`src/rtl/pcs_pkg.sv`:
```
package pcs_pkg;
  localparam int ALU_OP_W   = 4;
  localparam int INSN_BYTES = 4;

  typedef struct packed {
    logic [ALU_OP_W-1:0] alu_op;
    logic                alu_src;
    logic                dst_sel;
  } ex_grp_t;

  typedef struct packed {
    logic branch;
    logic rd;
    logic wr;
  } mem_grp_t;

  typedef struct packed {
    logic mem_to_reg;
    logic reg_wr;
  } wb_grp_t;

  typedef enum logic [1:0] {
    NPC_SEQ = 2'd0,
    NPC_BR  = 2'd1,
    NPC_EXC = 2'd2
  } npc_sel_e;

  function automatic mem_grp_t kill_mem(mem_grp_t g);
    mem_grp_t r = g;
    r.rd = 1'b0;
    r.wr = 1'b0;
    return r;
  endfunction

  function automatic wb_grp_t kill_wb(wb_grp_t g);
    wb_grp_t r = g;
    r.reg_wr = 1'b0;
    return r;
  endfunction

  function automatic npc_sel_e pick_npc(logic exc, logic br);
    if (exc)     return NPC_EXC;
    else if (br) return NPC_BR;
    else         return NPC_SEQ;
  endfunction
endpackage

```
`src/rtl/pcs_redirect.sv`:
```
module pcs_redirect
  import pcs_pkg::*;
#(
  parameter int PC_W = 32
) (
  input  logic            clk,
  input  logic            rst_n,
  input  logic            mem_valid,
  input  logic            mem_branch,
  input  logic            br_cond,
  input  logic            ex_valid,
  input  logic [PC_W-1:0] ex_pc,
  input  logic            exc_req,
  input  logic            stall_req,
  output logic            br_take,
  output logic            exc_take,
  output logic            flush,
  output logic            stall_eff,
  output npc_sel_e        npc_sel,
  output logic [PC_W-1:0] epc
);
  always_comb begin
    br_take   = mem_valid & mem_branch & br_cond;
    exc_take  = ex_valid & exc_req;
    flush     = br_take | exc_take;
    stall_eff = stall_req & ~flush;
    npc_sel   = pick_npc(exc_take, br_take);
  end

  always_ff @(posedge clk) begin
    if (!rst_n)        epc <= '0;
    else if (exc_take) epc <= ex_pc;
  end


  exc_prio_chk: assert property (@(posedge clk) disable iff (!rst_n)
    (exc_req && ex_valid && mem_valid && mem_branch && br_cond) |-> npc_sel == NPC_EXC);


  epc_save_chk: assert property (@(posedge clk) disable iff (!rst_n)
    (exc_req && ex_valid) |=> epc == $past(ex_pc));


  epc_keep_chk: assert property (@(posedge clk) disable iff (!rst_n)
    !(exc_req && ex_valid) |=> $stable(epc));
endmodule

```
`src/rtl/pcs_fetch.sv`:
```
module pcs_fetch
  import pcs_pkg::*;
#(
  parameter int              PC_W       = 32,
  parameter logic [PC_W-1:0] RESET_PC   = '0,
  parameter logic [PC_W-1:0] HANDLER_PC = '0
) (
  input  logic            clk,
  input  logic            rst_n,
  input  logic            flush,
  input  logic            stall_eff,
  input  npc_sel_e        npc_sel,
  input  logic [PC_W-1:0] br_target,
  output logic [PC_W-1:0] pc,
  output logic            pc_en,
  output logic            ifid_en,
  output logic            id_valid,
  output logic [PC_W-1:0] id_pc
);
  localparam logic [PC_W-1:0] STEP = PC_W'(INSN_BYTES);

  function automatic logic [PC_W-1:0] pc_step(logic [PC_W-1:0] p);
    return p + STEP;
  endfunction

  always_comb begin
    pc_en   = ~stall_eff;
    ifid_en = ~stall_eff;
  end

  always_ff @(posedge clk) begin
    if (!rst_n) begin
      pc       <= RESET_PC;
      id_valid <= 1'b0;
      id_pc    <= '0;
    end else begin
      case (npc_sel)
        NPC_EXC: pc <= HANDLER_PC;
        NPC_BR:  pc <= br_target;
        default: if (pc_en) pc <= pc_step(pc);
      endcase
      if (flush) begin
        id_valid <= 1'b0;
      end else if (ifid_en) begin
        id_valid <= 1'b1;
        id_pc    <= pc;
      end
    end
  end


  pc_hold_chk: assert property (@(posedge clk) disable iff (!rst_n)
    !pc_en |=> $stable(pc) && $stable(id_valid));


  handler_chk: assert property (@(posedge clk) disable iff (!rst_n)
    npc_sel == NPC_EXC |=> pc == HANDLER_PC && !id_valid);


  br_redirect_chk: assert property (@(posedge clk) disable iff (!rst_n)
    npc_sel == NPC_BR |=> pc == $past(br_target) && !id_valid);
endmodule

```
`src/rtl/pcs_stage_regs.sv`:
```
module pcs_stage_regs
  import pcs_pkg::*;
#(
  parameter int PC_W = 32
) (
  input  logic            clk,
  input  logic            rst_n,
  input  logic            id_valid,
  input  logic [PC_W-1:0] id_pc,
  input  ex_grp_t         dec_ex,
  input  mem_grp_t        dec_mem,
  input  wb_grp_t         dec_wb,
  input  logic            stall_eff,
  input  logic            flush,
  output logic            ex_valid,
  output logic [PC_W-1:0] ex_pc,
  output ex_grp_t         ex_g,
  output logic            mem_valid,
  output mem_grp_t        mem_g,
  output logic            wb_valid,
  output wb_grp_t         wb_g
);
  ex_grp_t  src_ex;
  mem_grp_t src_mem;
  wb_grp_t  src_wb;
  mem_grp_t ex_mg;
  wb_grp_t  ex_wg;
  wb_grp_t  mem_wg;

  always_comb begin
    src_ex  = id_valid ? dec_ex  : '0;
    src_mem = id_valid ? dec_mem : '0;
    src_wb  = id_valid ? dec_wb  : '0;
  end

  always_ff @(posedge clk) begin
    if (!rst_n) begin
      ex_valid  <= 1'b0;
      ex_pc     <= '0;
      ex_g      <= '0;
      ex_mg     <= '0;
      ex_wg     <= '0;
      mem_valid <= 1'b0;
      mem_g     <= '0;
      mem_wg    <= '0;
      wb_valid  <= 1'b0;
      wb_g      <= '0;
    end else begin
      if (flush) begin
        ex_valid <= 1'b0;
        ex_pc    <= id_pc;
        ex_g     <= src_ex;
        ex_mg    <= kill_mem(src_mem);
        ex_wg    <= kill_wb(src_wb);
      end else if (stall_eff) begin
        ex_valid <= 1'b0;
        ex_pc    <= '0;
        ex_g     <= '0;
        ex_mg    <= '0;
        ex_wg    <= '0;
      end else begin
        ex_valid <= id_valid;
        ex_pc    <= id_pc;
        ex_g     <= src_ex;
        ex_mg    <= src_mem;
        ex_wg    <= src_wb;
      end
      mem_valid <= ex_valid & ~flush;
      mem_g     <= flush ? kill_mem(ex_mg) : ex_mg;
      mem_wg    <= flush ? kill_wb(ex_wg)  : ex_wg;
      wb_valid  <= mem_valid;
      wb_g      <= mem_wg;
    end
  end


  bubble_chk: assert property (@(posedge clk) disable iff (!rst_n)
    stall_eff |=> !ex_valid && ex_g == '0 && ex_mg == '0 && ex_wg == '0);


  squash_chk: assert property (@(posedge clk) disable iff (!rst_n)
    flush |=> !ex_valid && !mem_valid && !ex_mg.rd && !ex_mg.wr && !ex_wg.reg_wr
              && !mem_g.rd && !mem_g.wr && !mem_wg.reg_wr);


  ex_accept_chk: assert property (@(posedge clk) disable iff (!rst_n)
    (id_valid && !stall_eff && !flush) |=> ex_valid);


  wb_follow_chk: assert property (@(posedge clk) disable iff (!rst_n)
    mem_valid |=> wb_valid);
endmodule

```
`src/rtl/pipe_ctl_stager.sv`:
```
module pipe_ctl_stager
  import pcs_pkg::*;
#(
  parameter int              PC_W       = 32,
  parameter logic [PC_W-1:0] RESET_PC   = 32'h0000_1000,
  parameter logic [PC_W-1:0] HANDLER_PC = 32'h0000_0180
) (
  input  logic                clk,
  input  logic                rst_n,
  input  logic [ALU_OP_W-1:0] dec_alu_op,
  input  logic                dec_alu_src,
  input  logic                dec_dst_sel,
  input  logic                dec_branch,
  input  logic                dec_mem_rd,
  input  logic                dec_mem_wr,
  input  logic                dec_mem_to_reg,
  input  logic                dec_reg_wr,
  input  logic                stall_req,
  input  logic                br_cond,
  input  logic [PC_W-1:0]     br_target,
  input  logic                exc_req,
  output logic [PC_W-1:0]     pc,
  output logic                pc_en,
  output logic                ifid_en,
  output logic [1:0]          npc_sel,
  output logic                id_valid,
  output logic                ex_valid,
  output logic [ALU_OP_W-1:0] ex_alu_op,
  output logic                ex_alu_src,
  output logic                ex_dst_sel,
  output logic                mem_valid,
  output logic                mem_branch,
  output logic                mem_rd,
  output logic                mem_wr,
  output logic                wb_valid,
  output logic                wb_mem_to_reg,
  output logic                wb_reg_wr,
  output logic [PC_W-1:0]     epc
);
  ex_grp_t   dec_ex, ex_g;
  mem_grp_t  dec_mem, mem_g;
  wb_grp_t   dec_wb, wb_g;
  logic      br_take, exc_take, flush, stall_eff;
  npc_sel_e  sel;
  logic [PC_W-1:0] id_pc, ex_pc;

  always_comb begin
    dec_ex  = '{alu_op: dec_alu_op, alu_src: dec_alu_src, dst_sel: dec_dst_sel};
    dec_mem = '{branch: dec_branch, rd: dec_mem_rd, wr: dec_mem_wr};
    dec_wb  = '{mem_to_reg: dec_mem_to_reg, reg_wr: dec_reg_wr};
  end

  pcs_redirect #(.PC_W(PC_W)) redir_i (
    .clk(clk), .rst_n(rst_n),
    .mem_valid(mem_valid), .mem_branch(mem_g.branch), .br_cond(br_cond),
    .ex_valid(ex_valid), .ex_pc(ex_pc), .exc_req(exc_req), .stall_req(stall_req),
    .br_take(br_take), .exc_take(exc_take), .flush(flush), .stall_eff(stall_eff),
    .npc_sel(sel), .epc(epc)
  );

  pcs_fetch #(.PC_W(PC_W), .RESET_PC(RESET_PC), .HANDLER_PC(HANDLER_PC)) fetch_i (
    .clk(clk), .rst_n(rst_n), .flush(flush), .stall_eff(stall_eff),
    .npc_sel(sel), .br_target(br_target),
    .pc(pc), .pc_en(pc_en), .ifid_en(ifid_en), .id_valid(id_valid), .id_pc(id_pc)
  );

  pcs_stage_regs #(.PC_W(PC_W)) stages_i (
    .clk(clk), .rst_n(rst_n), .id_valid(id_valid), .id_pc(id_pc),
    .dec_ex(dec_ex), .dec_mem(dec_mem), .dec_wb(dec_wb),
    .stall_eff(stall_eff), .flush(flush),
    .ex_valid(ex_valid), .ex_pc(ex_pc), .ex_g(ex_g),
    .mem_valid(mem_valid), .mem_g(mem_g),
    .wb_valid(wb_valid), .wb_g(wb_g)
  );

  always_comb begin
    npc_sel       = sel;
    ex_alu_op     = ex_g.alu_op;
    ex_alu_src    = ex_g.alu_src;
    ex_dst_sel    = ex_g.dst_sel;
    mem_branch    = mem_g.branch;
    mem_rd        = mem_g.rd;
    mem_wr        = mem_g.wr;
    wb_mem_to_reg = wb_g.mem_to_reg;
    wb_reg_wr     = wb_g.reg_wr;
  end


  flush_wins_chk: assert property (@(posedge clk) disable iff (!rst_n)
    (stall_req && (br_take || exc_take)) |-> pc_en && ifid_en);
endmodule

```
`config.mk`:
```
export PLATFORM = sky130hd
export DESIGN_NAME = pipe_ctl_stager
export DESIGN_NICKNAME = d
export VERILOG_FILES = /design/src/rtl/pcs_pkg.sv /design/src/rtl/pcs_redirect.sv /design/src/rtl/pcs_fetch.sv /design/src/rtl/pcs_stage_regs.sv /design/src/rtl/pipe_ctl_stager.sv
export SDC_FILE = /design/constraint.sdc
export NUM_CORES = 1
export LEC_CHECK = 0
export ABC_AREA = 1
export BUFFER_PORTS_ARGS = -buffer_cell sky130_fd_sc_hd__buf_4
export CORE_MARGIN = 4
export CORE_UTILIZATION = 58
export CTS_CLUSTER_SIZE = 10
export DETAILED_ROUTE_END_ITERATION = 6
export PLACE_DENSITY = 0.84
export SYNTH_ARGS = -nofsm -noshare
export SYNTH_HDL_FRONTEND = slang
export SYNTH_SLANG_ARGS = --single-unit
export TNS_END_PERCENT = 30
```
`constraint.sdc`:
```
create_clock -name clk -period 3 [get_ports clk]
set_input_delay 0.3 -clock clk [delete_from_list [all_inputs] [get_ports clk]]
set_output_delay 0.3 -clock clk [all_outputs]
set_load 0.02 [all_outputs]
```
### Yosys cells after proc, flatten, opt, wreduce, memory -nomap -nowiden

Cells that the tools add are included.

* add/sub/neg operators: 1
* equality and inequality tests: 3
* mux-type cells: 15
* bitwise gates (word level): 10
* reduce and logical (&&, ||, !) cells: 4

Operators by type and width (number)
* $mux W32: 3
* $pmux W32 S2: 1
* $add A32 B3 Y32 const B: 1
* $mux W6: 3
* $mux W3: 3
* $mux W2: 4
* $and A1 B1 Y1: 5
* $not A1 Y1: 4
* $reduce_or A4 Y1: 1
* $ne A3 B3 Y1 const B: 1
* $reduce_or A3 Y1: 1
* $eq A2 B1 Y1 const B: 1
* $eq A2 B2 Y1 const B: 1
* $reduce_and A2 Y1: 1
* $reduce_or A2 Y1: 1
* $mux W1: 1
* $or A1 B1 Y1: 1

* bits in registers: 150
* input port bits: 48
* output and inout bits: 83
* logic and storage cells: 56

### Logic depth before layout (Yosys ltp)

Gate-level depths: netlist of the first run.

* word-level depth: 7
* depth in mapped cells: 10
* mapped depth without buffers: 10

### Hierarchy

A second synthesis of the first run with hierarchy kept.

* cells, all modules: 913
* area, all modules: 6352.3 sq um

Modules (own cells, without submodules)
* pcs_fetch: instances 1, cells an instance 532, area each 3439.5 sq um, seq. area each 1301.2 sq um
* pcs_stage_regs: instances 1, cells an instance 170, area each 1551.5 sq um, seq. area each 1061.0 sq um
* pcs_redirect: instances 1, cells an instance 211, area each 1361.3 sq um, seq. area each 640.6 sq um

### Worst setup path after synthesis of the first run

OpenSTA, ideal clock, no wires.

* kind: register to output
* from: register stages_i.ex_valid
* to: output port pc_en
* data arrival time: 1.276 ns
* data required time: 2.700 ns
* setup slack: 1.424 ns
* cell stages (with the launch flop): 7
* buffers on the path: 2
* cells stage by stage: dfxtp_1 nand2_2 nand2_2 nor2_4 inv_4 buf_2 buf_4

* cells in the longest elaborated chain, start to end: 5

RTL lines
* start: declaration: RTL line pcs_stage_regs.sv:15 `output logic ex_valid,`
* start signal: assignment: RTL line pcs_stage_regs.sv:62 `ex_valid <= id_valid;`
* $and A1 B1 Y1: RTL line pcs_redirect.sv:24 `exc_take = ex_valid & exc_req;`
* $or A1 B1 Y1: RTL line pcs_redirect.sv:25 `flush = br_take | exc_take;`
* $not A1 Y1 (no line)
* $and A1 B1 Y1: RTL line pcs_redirect.sv:26 `stall_eff = stall_req & ~flush;`
* $not A1 Y1 (no line)
* end: declaration: RTL line pipe_ctl_stager.sv:23 `output logic pc_en,`

Every way passes these cells.

### Final worst setup path of the first run

* from: register stages_i.ex_valid
* to: output port npc_sel[1]

* cells in the longest elaborated chain, start to end: 2

RTL lines
* $and A1 B1 Y1: RTL line pcs_redirect.sv:24
* $mux W2: RTL line pcs_pkg.sv:42 `if (exc) return NPC_EXC;`
* end: declaration: RTL line pipe_ctl_stager.sv:25 `output logic [1:0] npc_sel,`

Every way passes these cells.

==> results.toml, run 1 <==
[drt]
drt-initial-drc-count = 467
drc = 0
wl_per_cell_microns = 14.7
via_per_inst = 5.21
routed_wirelength_microns = 15800
ant_nets = 0
drt_first_pass_iters = 5
num_vias = 5598

[status]
status = "finished, final reports clean"

[clock_network]
cts_tree = "built"
cts_max_path_buffers = 2
cts_max_level = 4
cts.reportedPaths.clkPinSlew_ns = 0.06
clkSinkCount = 150
numCtsBuffers = 17
clk_latency_ns = 0.53
cts_root_buf = "clkbuf_8"

[place]
portBuffers = 130
dpl_worst_slack_ns = 0.905
gp_congestion = 0.866
dp_hpwl_microns = 10700

[yosys]
syn_nets = 855
synthArstFlopShare_pct = 0
netlist_area_sq_mm = 0.00596
synthCells = 806
synth_area_leader_cell = "dfxtp_1"
yosysWarnings = 0
synthTopCellsByCount = "dfxtp_1 (150), nor2_1 (138), nand2_1 (136)"
synth.top_cell.area_share_pct = 50.4
syn_area_per_cell_sq_um = 7.39
yosys_most_used_dff = "dfxtp_1"
synth-seq-cells = 150
synth_most_common_cell = "dfxtp_1"
synth_cell_type_count = 33
seq_area_frac_synth_pct = 50.4
synth_edf_count = 0
yosys-top-cells-area = "dfxtp_1 (50%), nor2_1 (8.7%), nand2_1 (8.6%)"

[global_route]
first_global_vias = 5271
grt_overflow_total = 0
track_usage_pct = 26.6
grt_max_degree = 71
antenna_found_initial = 0
grt_pass1_wl_microns = 24800

[power]
p_leak_nw = 3.41
powerDensity_mw_per_mm2 = 615
ir_drop_mv = 0.375

[job]
drv_cap = 0

[critical_path]
path_max_fanout = 34
end_kind = "output port"
critical_path_class = "flip-flop to output port"
cp-start-kind = "flip-flop"
arrival_ns = 2.23
worstPathRequired_ns = 2.70

[die]
die_x_microns = 109
core_area_sq_mm = 0.00991
rows = 36
initial_core_util_pct = 60.1
fp.dieH_microns = 109
ios = 131
fp.dieArea_sq_mm = 0.0120

[sta]
setup_viol = 0
timing.final.ws_setup_ns = 0.465
max_slew_margin_pct = 35.4
slew_violations = 0
period_share_pct = 84.5
tightestPinTransition_ns = 0.967
skew_ns = 0.00800
hold_viol_final = 0
fin_tns_setup_ns = 0
fin_crit_ns = 2.53
fmax_mhz = 395
rsz0062_at_grt = "no"

[finish]
antenna_cells = 0
drive_gt1_share_pct = 20.7
syn_to_final_growth_pct = 28.2
nets = 978

[min_path]
hp-class = "input port to flip-flop"
## worst paths after layout
kind / start / end / slack [ns] / cells past startpoint
setup / recovery: stages_i.ex_valid / npc_sel[1] / 0.47 / 4
hold / removal: dec_mem_to_reg / stages_i.ex_wg[1] / 0.01 / 3
setup reg to reg: stages_i.ex_valid / fetch_i.pc[18] / 0.94 / 9
hold reg to reg: stages_i.ex_mg[2] / stages_i.mem_g[2] / 0.41 / 2
## cells by family after synthesis
logic type	synth area share (%)
AOI/OAI and AO/OA	14.6
xor gates and xnor gates	0.588
and+or+nand+nor	24.6
DFF	50.4
buffers and inverters	9.59
adders and majority gates	0.210
## stage by stage
step	std cells	hold WS, ns	area (sq um)	total power [mW]	util, %
2_1_floorplan	806	0.390	5960	2.39	-
3_5_place_dp	1035	0.400	6960	2.56	70.2
4_1_cts	1075	0.000137	7640	4.69	77.1
5_1_grt	1075	0.00574	7640	4.84	77.1
6_report	1075	0.0127	7640	4.69	77.1
3_3_place_gp	1035	0.397	6960	2.55	70.2
## placed cells by master (no fill, tap or decap), types with 3 or more instances in the layout
| cell type | synthesis | layout |
|---|---|---|
| nor3_1 | 3 | 3 |
| nor2_1 | 138 | 138 |
| nand4_1 | 3 | 3 |
| dfxtp_1 | 150 | 150 |
| buf_4 | 4 | 136 |
| a21oi_1 | 57 | 57 |
| nor2_4 | 8 | 8 |
| dlygate4sd3_1 | 0 | 8 |
| nand2_2 | 5 | 5 |
| nor2_2 | 4 | 4 |
| a31oi_1 | 5 | 5 |
| nand3_1 | 38 | 38 |
| nand2_1 | 136 | 136 |
| inv_6 | 0 | 3 |
| inv_1 | 96 | 96 |
| or2_2 | 3 | 3 |
| bufinv_16 | 0 | 3 |
| clkbuf_16 | 0 | 16 |
| xor2_1 | 3 | 3 |
| o21ai_0 | 94 | 94 |
## repair_timing
item                       in CTS  in global routing
setup buffers                   0                  0
setup endpoints to repair       0                  0
hold endpoints to repair        8                  0
resized for setup               0                  0
hold buffers                    8                  0
## critical path, stage by stage, from the launching register on
cell     delay (ns)
dfxtp_1        0.39
nand2_2        0.09
buf_4          0.22
inv_1          0.73
buf_4          0.28
## where the power goes
part           switching [mW]  total (mW)  leakage [nW]  internal, mW
sequential             0.0669        2.14          1.22          2.07
clock                   0.852        2.15         0.291          1.30
combinational           0.237       0.402          1.90         0.165
total                    1.16        4.69          3.41          3.54
## flip-flops by register name (all words and copies together), names as in the netlist
signal and flops:
fetch_i.id_pc 32, fetch_i.id_valid 1, fetch_i.pc 32, redir_i.epc 32
stages_i.ex_g 6, stages_i.ex_mg 3, stages_i.ex_pc 32, stages_i.ex_valid 1
stages_i.ex_wg 2, stages_i.mem_g 3, stages_i.mem_valid 1, stages_i.mem_wg 2
stages_i.wb_g 2, stages_i.wb_valid 1
## metal layers
metal	track usage, %	vias up	share of wire, %
met3	6.28	33	7.7
met5	0	-	0
met4	9.44	0	2.0
met2	45.1	235	48
li1	-	2789	-
met1	33.0	2541	42
## layout make-up
type	count	area [sq um]
sequential	150	3000
multi-input combinational	516	2380
fill	704	2270
timing repair buffer	144	1100
clock buffer	19	432
inverter	100	380
clock inverter	13	170
tap	133	166
Power figures use the tool's default switching activity.
==> run 2, diff against run 1 <==
--- a/config.mk
+++ b/config.mk
@@ -8,10 +8,10 @@
 export ABC_AREA = 1
 export BUFFER_PORTS_ARGS = -buffer_cell sky130_fd_sc_hd__buf_4
 export CORE_MARGIN = 4
-export CORE_UTILIZATION = 58
+export CORE_UTILIZATION = 49
 export CTS_CLUSTER_SIZE = 10
 export DETAILED_ROUTE_END_ITERATION = 6
-export PLACE_DENSITY = 0.84
+export PLACE_DENSITY = 0.76
 export SYNTH_ARGS = -nofsm -noshare
 export SYNTH_HDL_FRONTEND = slang
 export SYNTH_SLANG_ARGS = --single-unit
==> constraint.sdc (replaced) <==
create_clock -name clk -period 2.13 [get_ports clk]
set_input_delay 0.213 -clock clk [delete_from_list [all_inputs] [get_ports clk]]
set_output_delay 0.213 -clock clk [all_outputs]
set_load 0.02 [all_outputs]
==> results.toml, run 2 (synthesis results as in run 1) <==
[critical_path]
arrival_ns = 1.77
path_max_fanout = 32
worstPathRequired_ns = 1.92
critical_path_class = "flip-flop to output port"
cp-start-kind = "flip-flop"
end_kind = "output port"

[power]
powerDensity_mw_per_mm2 = 844
ir_drop_mv = 0.421
seqPwrFrac_pct = 46.4
p_sw_mw = 1.53
pwr-share-comb_pct = 8.7
finalPower_mw = 6.47
p_leak_nw = 3.43
p_int_mw = 4.94
clkPwrFrac_pct = 44.9
swShare_pct = 23.7

[finish]
mostFrequentLayoutCells = "dfxtp_1 (150), buf_4 (142), nor2_1 (138), nand2_1 (136), inv_1 (96)"
fin_util_pct = 64.1
fillCellCount = 1066
multiInputGateArea_sq_mm = 0.00238
drive_gt1_share_pct = 21.2
syn_to_final_growth_pct = 28.7
antenna_cells = 0
fin_area_sq_mm = 0.00767
nets = 982
register_area_sq_mm = 0.00300
layout_commonest_cell = "dfxtp_1"

[drt]
ant_nets = 0
drt-initial-drc-count = 361
num_vias = 5368
via_per_inst = 4.91
drt_first_pass_iters = 5
drc = 0
wl_per_cell_microns = 13.4
routed_wirelength_microns = 14600

[die]
fp.dieArea_sq_mm = 0.0140
fp.dieH_microns = 118
die_x_microns = 118
core_area_sq_mm = 0.0120
ios = 131
initial_core_util_pct = 49.8
rows = 40

[clock_network]
cts.reportedPaths.clkPinSlew_ns = 0.06
clkSinkCount = 150
cts_setup_buffers = 0
cts_tree = "built"
clk_latency_ns = 0.41
cts_root_buf = "clkbuf_16"
cts_max_path_buffers = 2
numCtsBuffers = 17
cts_max_level = 4

[sta]
fin_crit_ns = 1.99
skew_ns = 0.00633
setup_viol = 0
fmax_mhz = 503
period_share_pct = 93.3
whs_ns = 0.0120
fin_tns_setup_ns = 0
tightestPinTransition_ns = 0.614
rsz0062_at_grt = "no"
slew_violations = 0
hold_viol_final = 0
max_slew_margin_pct = 58.9

[job]
drv_cap = 0

[place]
dpl_cell_area_sq_mm = 0.00704
portBuffers = 130
gp_congestion = 0.873
dp_hpwl_microns = 10400

[global_route]
grt_overflow_total = 0
grt_pass1_wl_microns = 24300
antenna_found_initial = 0
track_usage_pct = 21.3
grt_max_degree = 52
first_global_vias = 4918

[min_path]
hp-class = "input port to flip-flop"

[status]
status = "finished, final reports clean"
## run 2: cell count changes in the layout (fill, tap and decap cells not counted), sizes merged
| cell | delta |
|---|---|
| clkbuf | +2 |
| buf | +7 |
| dlygate4sd3 | -3 |
| inv | -3 |
| clkinv | +1 |
| bufinv | -1 |
| clkinvlp | +1 |
## run 2: stage by stage
stage | std cells | setup slack [ns]
final | 1093 | 0.143
after global routing | 1093 | 0.0285
after CTS | 1093 | 0.133
after detailed placement | 1056 | 0.518
after global placement | 1056 | 0.552
after floorplan | 806 | 0.588
## run 2: power groups by stage
| stage | combinational [mW] | clock [mW] | sequential, mW |
|---|---|---|---|
| 4_1_cts | 0.565 | 2.94 | 3.00 |
| 3_5_place_dp | 0.552 | 0 | 3.06 |
| 3_3_place_gp | 0.544 | 0 | 3.06 |
| 2_1_floorplan | 0.273 | 0 | 3.10 |
| 5_1_grt | 0.632 | 3.08 | 3.02 |
| 6_report | 0.561 | 2.91 | 3.01 |
## run 2: final cells by class
cell class / count / area share, %
sequential: 150 / 39.1
clock buffer: 21 / 6.00
tap: 147 / 2.40
multi-input combinational: 516 / 31.1
timing repair buffer: 148 / 14.8
inverter: 100 / 4.96
clock inverter: 11 / 1.61
## run 2: what timing repair did
action,CTS,global route
hold endpoints to repair,5,0
hold buffers,5,0
resized for setup,0,0
## run 2: final timing paths
| kind | startpoint | end | slack, ns | depth (start not counted) |
|---|---|---|---|---|
| min | dec_mem_wr | stages_i.ex_mg[0] | 0.01 | 3 |
| max reg2reg | stages_i.ex_valid | stages_i.ex_pc[19] | 0.45 | 7 |
| min reg2reg | stages_i.ex_wg[0] | stages_i.mem_wg[0] | 0.41 | 2 |
| max | stages_i.mem_valid | ifid_en | 0.14 | 6 |
## run 2: worst max-delay path: stages (launching register included)
cell and delay [ns]:
dfxtp_1 0.37, nand3_1 0.11, nand2_2 0.15, nor2_4 0.08, inv_4 0.27, buf_4 0.23
buf_4 0.15
## run 2: layer usage
layer / routed length (microns) / vias to the layer above / GRT usage (%)
li1: - / 2800 / -
met1: 6500 / 2362 / 26.9
met2: 6840 / 176 / 34.5
met3: 841 / 30 / 5.07
met4: 431 / 0 / 9.52
met5: 0 / - / 0
